<file path="src/rtl/pmp_chk_pkg.sv">
`timescale 1ns/1ps
package pmp_chk_pkg;

    localparam logic [1:0] PRIV_MACH = 2'b11;

    // Permission vector: bit0 read, bit1 write, bit2 execute
    typedef struct packed {
        logic x;
        logic w;
        logic r;
    } perm_t;

    // Entry rule code: {lock, read, write, execute}
    typedef struct packed {
        logic lock;
        logic r;
        logic w;
        logic x;
    } rule_code_t;

    typedef enum logic [1:0] {
        SRC_DEFAULT = 2'b00,
        SRC_ENTRY   = 2'b01,
        SRC_PARTIAL = 2'b10
    } verdict_src_e;

    typedef struct packed {
        logic  allow;
        perm_t mask;
    } verdict_t;

    localparam perm_t P_NONE = '{x: 1'b0, w: 1'b0, r: 1'b0};
    localparam perm_t P_R    = '{x: 1'b0, w: 1'b0, r: 1'b1};
    localparam perm_t P_X    = '{x: 1'b1, w: 1'b0, r: 1'b0};
    localparam perm_t P_RW   = '{x: 1'b0, w: 1'b1, r: 1'b1};
    localparam perm_t P_RX   = '{x: 1'b1, w: 1'b0, r: 1'b1};
    localparam perm_t P_RWX  = '{x: 1'b1, w: 1'b1, r: 1'b1};

    function automatic logic is_machine(input logic [1:0] mode);
        return mode == PRIV_MACH;
    endfunction

    // Every requested bit must be granted
    function automatic logic covers(input perm_t want, input perm_t have);
        return (want & ~have) == P_NONE;
    endfunction

    // Lockdown table, machine mode
    function automatic perm_t lock_table_mach(input rule_code_t c);
        logic [3:0] k;
        k = c;
        case (k)
            4'd2, 4'd3, 4'd14: return P_RW;
            4'd9, 4'd10:       return P_X;
            4'd11, 4'd13:      return P_RX;
            4'd12, 4'd15:      return P_R;
            default:           return P_NONE;
        endcase
    endfunction

    // Lockdown table, lower privilege modes
    function automatic perm_t lock_table_low(input rule_code_t c);
        logic [3:0] k;
        k = c;
        case (k)
            4'd1, 4'd10, 4'd11: return P_X;
            4'd2, 4'd4, 4'd15:  return P_R;
            4'd3, 4'd6:         return P_RW;
            4'd5:               return P_RX;
            4'd7:               return P_RWX;
            default:            return P_NONE;
        endcase
    endfunction

    // Rules used while lockdown is clear
    function automatic perm_t classic_rule(input rule_code_t c, input logic mach);
        if (mach && !c.lock) begin
            return P_RWX;
        end
        return '{x: c.x, w: c.w, r: c.r};
    endfunction

    // Verdict when no entry claims the access
    function automatic verdict_t default_verdict(input logic whitelist, input logic lockdown,
                                                 input logic mach, input perm_t want);
        verdict_t v;
        v = '{allow: 1'b0, mask: P_NONE};
        if (whitelist) begin
            v = '{allow: 1'b0, mask: P_NONE};
        end else if (lockdown) begin
            if (mach && !want.x) begin
                v = '{allow: 1'b1, mask: P_RW};
            end
        end else if (mach) begin
            v = '{allow: 1'b1, mask: P_RWX};
        end
        return v;
    endfunction

endpackage

</file>
<file path="src/rtl/pmp_rule_eval.sv">
`timescale 1ns/1ps
module pmp_rule_eval
    import pmp_chk_pkg::*;
(
    input  logic        hit,
    input  logic        partial,
    input  rule_code_t  code,
    input  logic [1:0]  mode,
    input  logic        lockdown,
    input  logic        whitelist,
    input  perm_t       want,
    output verdict_t    verdict
);

    verdict_src_e src;
    perm_t        entry_mask;
    logic         mach;

    assign mach = is_machine(mode);

    always_comb begin
        if (!hit) begin
            src = SRC_DEFAULT;
        end else if (partial) begin
            src = SRC_PARTIAL;
        end else begin
            src = SRC_ENTRY;
        end
    end

    always_comb begin
        if (!lockdown) begin
            entry_mask = classic_rule(code, mach);
        end else if (mach) begin
            entry_mask = lock_table_mach(code);
        end else begin
            entry_mask = lock_table_low(code);
        end
    end

    always_comb begin
        case (src)
            SRC_ENTRY:   verdict = '{allow: covers(want, entry_mask), mask: entry_mask};
            SRC_PARTIAL: verdict = '{allow: 1'b0, mask: P_NONE};
            default:     verdict = default_verdict(whitelist, lockdown, mach, want);
        endcase
    end

endmodule

</file>
<file path="config.mk">
export PLATFORM = sky130hd
export DESIGN_NAME = pmp_rule_eval
export DESIGN_NICKNAME = d
export VERILOG_FILES = /design/src/rtl/pmp_chk_pkg.sv /design/src/rtl/pmp_rule_eval.sv
export SDC_FILE = /design/constraint.sdc
export NUM_CORES = 1
export LEC_CHECK = 0
export CAP_MARGIN = 30
export CORE_AREA = 2 2 39 41
export DETAILED_ROUTE_END_ITERATION = 7
export DIE_AREA = 0 0 41 43
export GPL_TIMING_DRIVEN = 1
export PLACE_DENSITY_LB_ADDON = 0.12
export SYNTH_ARGS = -nofsm -noshare
export SYNTH_HDL_FRONTEND = slang
export SYNTH_SLANG_ARGS = --single-unit
</file>
<file path="constraint.sdc">
create_clock -name vclk -period 2.9
set_input_delay 0.58 -clock vclk [all_inputs]
set_output_delay 0.58 -clock vclk [all_outputs]
set_load 0.05 [all_outputs]
</file>
-- Yosys cells after proc, flatten, opt, wreduce, memory -nomap -nowiden
Memory sizes are Yosys's and may differ from the RTL's.
Cells that the tools add are included.
- bits in registers: 0
- bits in read-only memories: 96
- output and inout port bits: 4
- logic and storage cells: 25
- memories kept: 2
- memory list (memory ; depth ; bits a word ; rd ports ; clocked after Yosys merged registers in ; wr ports ; line ; text):
    (no name shown) ; 16 ; 3 ; 1 ; 0 ; 0 ; pmp_chk_pkg.sv:52 ; case (k)
    (no name shown) ; 16 ; 3 ; 1 ; 0 ; 0 ; pmp_chk_pkg.sv:65 ; case (k)
- eq/ne operators: 3
- muxes and demuxes: 13
- bitwise gates (word level): 2
- reductions and logical operators: 5
- operators with widths (cell ; number):
    4-bit two-way mux ; 4
    3-bit two-way mux ; 4
    4-bit case mux with 2 select lines ; 1
    2-bit == test (second input constant) ; 2
    2-bit two-way mux ; 2
    3-bit AND ; 1
    3-bit zero test ; 1
    3-bit inverter ; 1
    2-bit by 1-bit == test with 1-bit output (second input constant) ; 1
    1-bit logical AND ; 2
    1-bit zero test ; 2
    1-bit two-way mux ; 2

-- Longest topological paths before layout
Gate-level depths: netlist (run 1).
- depth in word-level cells: 10
- mapped depth: 5

-- Worst setup path before layout (run 1)
Ideal clock, no wire load.
- path kind: in2out
- start: input port code[3] (netlist name)
- end: output port verdict[0] (netlist name)
- arrival: 2.371 ns
- required time: 2.320 ns
- setup slack: -0.051 ns
- stages on the path: 5
- buffers on the path: 1
- path through: buf_4 -> a21bo_1 -> a221oi_1 -> a211oi_1 -> o21ai_0
- RTL lines (item ; line ; text):
    from (decl) ; pmp_rule_eval.sv:7 ; input rule_code_t code,
    to (decl) ; pmp_rule_eval.sv:12 ; output verdict_t verdict

==> results.cfg, run 1 <==
[drt]
drt_first_iter_violations = 8
drt-vias-per-instance = 5.355
vias = 407
drc_errors = 0
finalWirelength_um = 875
postRouteAntennaNets = 0
wl_per_cell_um = 11.51
drt-pass1-iter-count = 5

[cells_and_area]
seq_cell_count = 0
mostFrequentLayoutCells = clkdlybuf4s50_1 (7), buf_4 (6), inv_1 (4), buf_12 (4)
final_common_cell = clkdlybuf4s50_1
regArea_sq_um = 0
nets = 75
layout-drive-gt1-share_pct = 31.67
area_growth_pct = 101.7
n_antenna_cell = 0
clkbuf_count = 0
final_util_pct = 42.31

[global_route]
grt_pass1_wl_um = 1449
antenna_found_initial = 0
grt_use_total_pct = 10.79
grt_overflow_total = 0
first_global_vias = 329
grt_start_max_net_pins = 9

[synthesis]
synthesis.area_sq_um = 290.3
synth_cell_types = 26
synth_cells = 39
synth_fp_nets = 52
ys_seq_area_share_pct = 0
ys_warn_count = 0
avgSynthCellArea_sq_um = 7.443

[die]
die_x_um = 41
die-area_sq_um = 1763
core-area_sq_um = 1384
initial_utilization_pct = 20.98
rows = 14
die_h_um = 43
pin_count = 17

[timing]
fin_crit_sh_pct = 94.93
setup_viol = 0
layout_setup_ws_ns = 0.1469
rsz0062_at_grt = false
relSlewSlack_pct = 77.48
min_period_ns = 2.753
fmax_mhz = 363.2
hold_violations = 0
tightest_slew_ns = 0.3331
slew_viol_final = 0

[power_and_ir_drop]
p_leak_uw = 0.0002412
seqPwrFrac_pct = 0
p_per_area_nw_per_um2 = 160.1
finalPower_uw = 93.74
comb_power_share_pct = 100.0
pwr-share-clk_pct = 0
p_int_uw = 47.86
peakVddDrop_mv = 0.05590
p_sw_uw = 45.88
swShare_pct = 48.94

[min_path]
min_from = code[1]
hold_class = in -> out
worstHoldPathCells = 4
whs_endpoint = verdict[0]

[placement]
hpwl_um = 728.3
port_buffers = 17
detailedPlace.worstSlack_ns = -0.09568
gp_congestion = 0.7242

[setup_path]
crit_arrival_ns = 2.17
critPathRequiredTime_ns = 2.32
path_class = in -> out
endpoint_kind = primary output
startpoint_type = input port
crit_fanout = 5

[outcome]
status = complete, no violations

[clock_tree]
cts_setup_buffers = 0

[run]
maxCapViolCount = 0
[per-stage QoR]
stage          std cells  hold WS (ns)  setup TNS, ns  instance area [sq um]
6_report              76         1.899              0                  585.6
5_1_grt               76         1.953              0                  585.6
4_1_cts               76         1.952              0                  561.8
3_5_place_dp          76         1.952       -0.09568                  553.0
3_3_place_gp          76         1.944       -0.07621                  553.0
2_1_floorplan         39         1.449              0                  290.3
[cell type report]
type,count,area [sq um]
Fill cell,136,798.3
Multi-Input combinational cell,33,291.5
Timing Repair Buffer,23,259.0
Tap cell,16,20.02
Inverter,4,15.01
[power groups by stage]
| stage | registers, uW | logic [uW] | clock network, uW |
|---|---|---|---|
| finish | 0 | 93.7 | 0 |
| global route | 0 | 101 | 0 |
| CTS | 0 | 91.8 | 0 |
| detailed placement | 0 | 90.9 | 0 |
| global placement | 0 | 91.4 | 0 |
| floorplan | 0 | 41.8 | 0 |
[repair_timing]
item,in CTS,in global routing
setup endpoints to repair,1,1
hold buffers,0,0
gates resized for setup,6,7
pin swaps,0,0
[routing by layer]
metal	GRT usage (%)	routed length, um
met2	17.81	465
met3	0.5236	50
met5	0	0
met1	15.82	359
met4	0	0
[worst max-delay path, cell delays in order]
cell and delay, ns:
clkdlybuf4s50_1 0.48, a21bo_1 0.21, a221oi_2 0.31, a2111oi_2 0.09
o41ai_2 0.21, buf_4 0.17, buf_12 0.12
[worst max-delay path by stage]
stage / startpoint / endpoint / slack (ns) / cells after the start
2_1_floorplan: code[3] / verdict[3] / 0.003 / 5
3_3_place_gp: mode[0] / verdict[3] / -0.08 / 7
3_5_place_dp: mode[0] / verdict[3] / -0.1 / 7
4_1_cts: code[0] / verdict[3] / 0.02 / 7
5_1_grt: mode[1] / verdict[3] / 0.05 / 7
6_report: lockdown / verdict[3] / 0.15 / 7
[cell usage after synthesis (2+ instances only)]
library cell / count / area share, %
inv_1: 4 / 5.2
nand2b_1: 2 / 4.3
a211oi_1: 3 / 7.8
nor4b_1: 2 / 6.0
o21ai_0: 3 / 5.2
nand4b_1: 2 / 6.0
a21oi_1: 2 / 3.4
nand3b_1: 2 / 5.2
nor3_1: 2 / 3.4
[kinds of logic after synthesis]
logic type / Yosys count / share of synthesized area, %
AO/OA/AOI/OAI: 17 / 52.59
buffers and inverters: 6 / 9.481
AND/OR/NAND/NOR: 16 / 37.93
Note: power is estimated with default switching activity, not from simulation.
==> run 2, diff against run 1 <==
--- a/config.mk
+++ b/config.mk
@@ -5,12 +5,13 @@
 export SDC_FILE = /design/constraint.sdc
 export NUM_CORES = 1
 export LEC_CHECK = 0
+export ABC_AREA = 1
 export CAP_MARGIN = 30
 export CORE_AREA = 2 2 39 41
 export DETAILED_ROUTE_END_ITERATION = 7
 export DIE_AREA = 0 0 41 43
 export GPL_TIMING_DRIVEN = 1
-export PLACE_DENSITY_LB_ADDON = 0.12
+export PLACE_DENSITY = 0.55
 export SYNTH_ARGS = -nofsm -noshare
 export SYNTH_HDL_FRONTEND = slang
 export SYNTH_SLANG_ARGS = --single-unit
==> run 2 against run 1 <==
Compared with the run above:
- routed wire length shrank 14%
- count of clock-buffer cells in the layout is the same
- power shrank 11%
- global-route usage shrank 1.7 points
==> results.cfg, run 2 <==
[outcome]
status = complete, no violations

[setup_path]
critPathRequiredTime_ns = 2.32
crit_arrival_ns = 2.04
crit_fanout = 5
endpoint_kind = primary output
startpoint_type = input port
worstSetupStartpoint = code[2]
path_class = in -> out

[timing]
tightest_slew_ns = 0.3334
slew_viol_final = 0
relSlewSlack_pct = 77.54
hold_violations = 0
setup_viol = 0
rsz0062_at_grt = false
timing.setup.tns_ns = 0
fin_crit_sh_pct = 90.47
min_period_ns = 2.624
fmax_mhz = 381.2

[synthesis]
ys_seq_area_share_pct = 0
synth_commonest_cells = nand2_1 (26), nand3_1 (10), inv_1 (8)
ys_warn_count = 0
synth.area.top_cells = nand2_1 (39%), nand3_1 (20%), inv_1 (12%)
synth.top_cell.area_share_pct = 39.39
synth_fp_nets = 70
synth_cells = 57
synth_cell_types = 14
avgSynthCellArea_sq_um = 4.346
synthesis.area_sq_um = 247.7
yosysTopAreaCell = nand2_1
synth_most_common_cell = nand2_1

[die]
pin_count = 17
die_x_um = 41
core-area_sq_um = 1384
initial_utilization_pct = 17.90
die-area_sq_um = 1763
die_h_um = 43
rows = 14

[power_and_ir_drop]
p_leak_uw = 0.0002452
p_per_area_nw_per_um2 = 175.1
finalPower_uw = 83.71
peakVddDrop_mv = 0.04934

[drt]
postRouteAntennaNets = 0
finalWirelength_um = 755
drc_errors = 0
vias = 395
drt-pass1-iter-count = 3
drt_first_iter_violations = 12
wl_per_cell_um = 8.389
drt-vias-per-instance = 4.389

[cells_and_area]
clkbuf_count = 0
seq_cell_count = 0
layout-drive-gt1-share_pct = 9.459
nets = 89
regArea_sq_um = 0
final_common_cell = nand2_1
area_growth_pct = 92.93
fillCellCount = 168
n_antenna_cell = 0
mostFrequentLayoutCells = nand2_1 (26), clkdlybuf4s50_1 (13), nand3_1 (10), inv_1 (8), buf_12 (4)

[global_route]
grt_pass1_wl_um = 1242
grt_overflow_total = 0
grt_use_total_pct = 9.091
antenna_found_initial = 0
first_global_vias = 324
grt_start_max_net_pins = 8

[min_path]
hold_class = in -> out
min_from = hit
worstHoldPathCells = 4
whs_endpoint = verdict[0]

[clock_tree]
cts_setup_buffers = 0
ctsResizeCount = 0
holdBufCountCts = 0

[placement]
hpwl_um = 632.3
gp_congestion = 0.7957
port_buffers = 17

[run]
maxCapViolCount = 0
[run 2: cell types whose count changed in the layout (fill, tap and decap cells not counted), sizes merged, moves of 3 or more]
cell	change
nand2	+25
nand3	+9
buf	-6
clkdlybuf4s50	+6
inv	+5
a211oi	-3
dlygate4sd2	-3
dlymetal6s2s	-3
[run 2: cells by family (layout without fill, tap and decap cells)]
logic type / Yosys count / count (layout) / synth area share, %
buf+inv: 9 / 26 / 13.64
compound gates: 6 / 6 / 14.14
simple gates: 42 / 42 / 72.23
[run 2: area by class of cell]
cell class | count | area [sq um] | share of cell area [%]
multi-input cells | 48 | 214.0 | 44.76
inverters | 9 | 33.78 | 7.068
repair buffers | 17 | 210.2 | 43.98
well taps | 16 | 20.02 | 4.188
[run 2: critical path, stage by stage]
cell,delay [ns]
clkdlybuf4s50_1,0.52
inv_1,0.11
nand3_1,0.13
nand3_1,0.08
nand3_1,0.07
nand2_1,0.07
o21ai_0,0.29
buf_12,0.18
[run 2: worst max path at each step]
stage | to | slack [ns] | cells after the start
after floorplan | verdict[2] | 0.26 | 6
after global placement | verdict[2] | 0.27 | 8
after detailed placement | verdict[2] | 0.25 | 8
after CTS | verdict[2] | 0.26 | 8
after global routing | verdict[2] | 0.12 | 8
final | verdict[2] | 0.28 | 8
[run 2: power by group]
| group | internal (uW) | leakage, uW | switching (uW) |
|---|---|---|---|
| combinational | 41.4 | 0.000245 | 42.3 |
| clock | 0 | 0 | 0 |
| sequential | 0 | 0 | 0 |
| total | 41.4 | 0.000245 | 42.3 |
[run 2: per-layer routing]
layer / vias to the layer above / routed length, um / global-route usage (%)
met5: - / 0 / 0
met3: 0 / 58 / 0.5236
met1: 165 / 385 / 14.24
li1: 219 / - / -
met4: 0 / 0 / 0
met2: 11 / 310 / 14.06
[run 2: stage by stage]
stage | cell area, sq um | instances | util, % | setup slack, ns | hold WS [ns]
finish | 478.0 | 90 | 34.54 | 0.2765 | 1.964
global route | 478.0 | 90 | 34.54 | 0.1238 | 2.010
floorplan | 247.7 | 57 | - | 0.2597 | 1.449
global placement | 478.0 | 90 | 34.54 | 0.2679 | 1.981
CTS | 478.0 | 90 | 34.54 | 0.2564 | 1.972
detailed placement | 478.0 | 90 | 34.54 | 0.2545 | 1.976
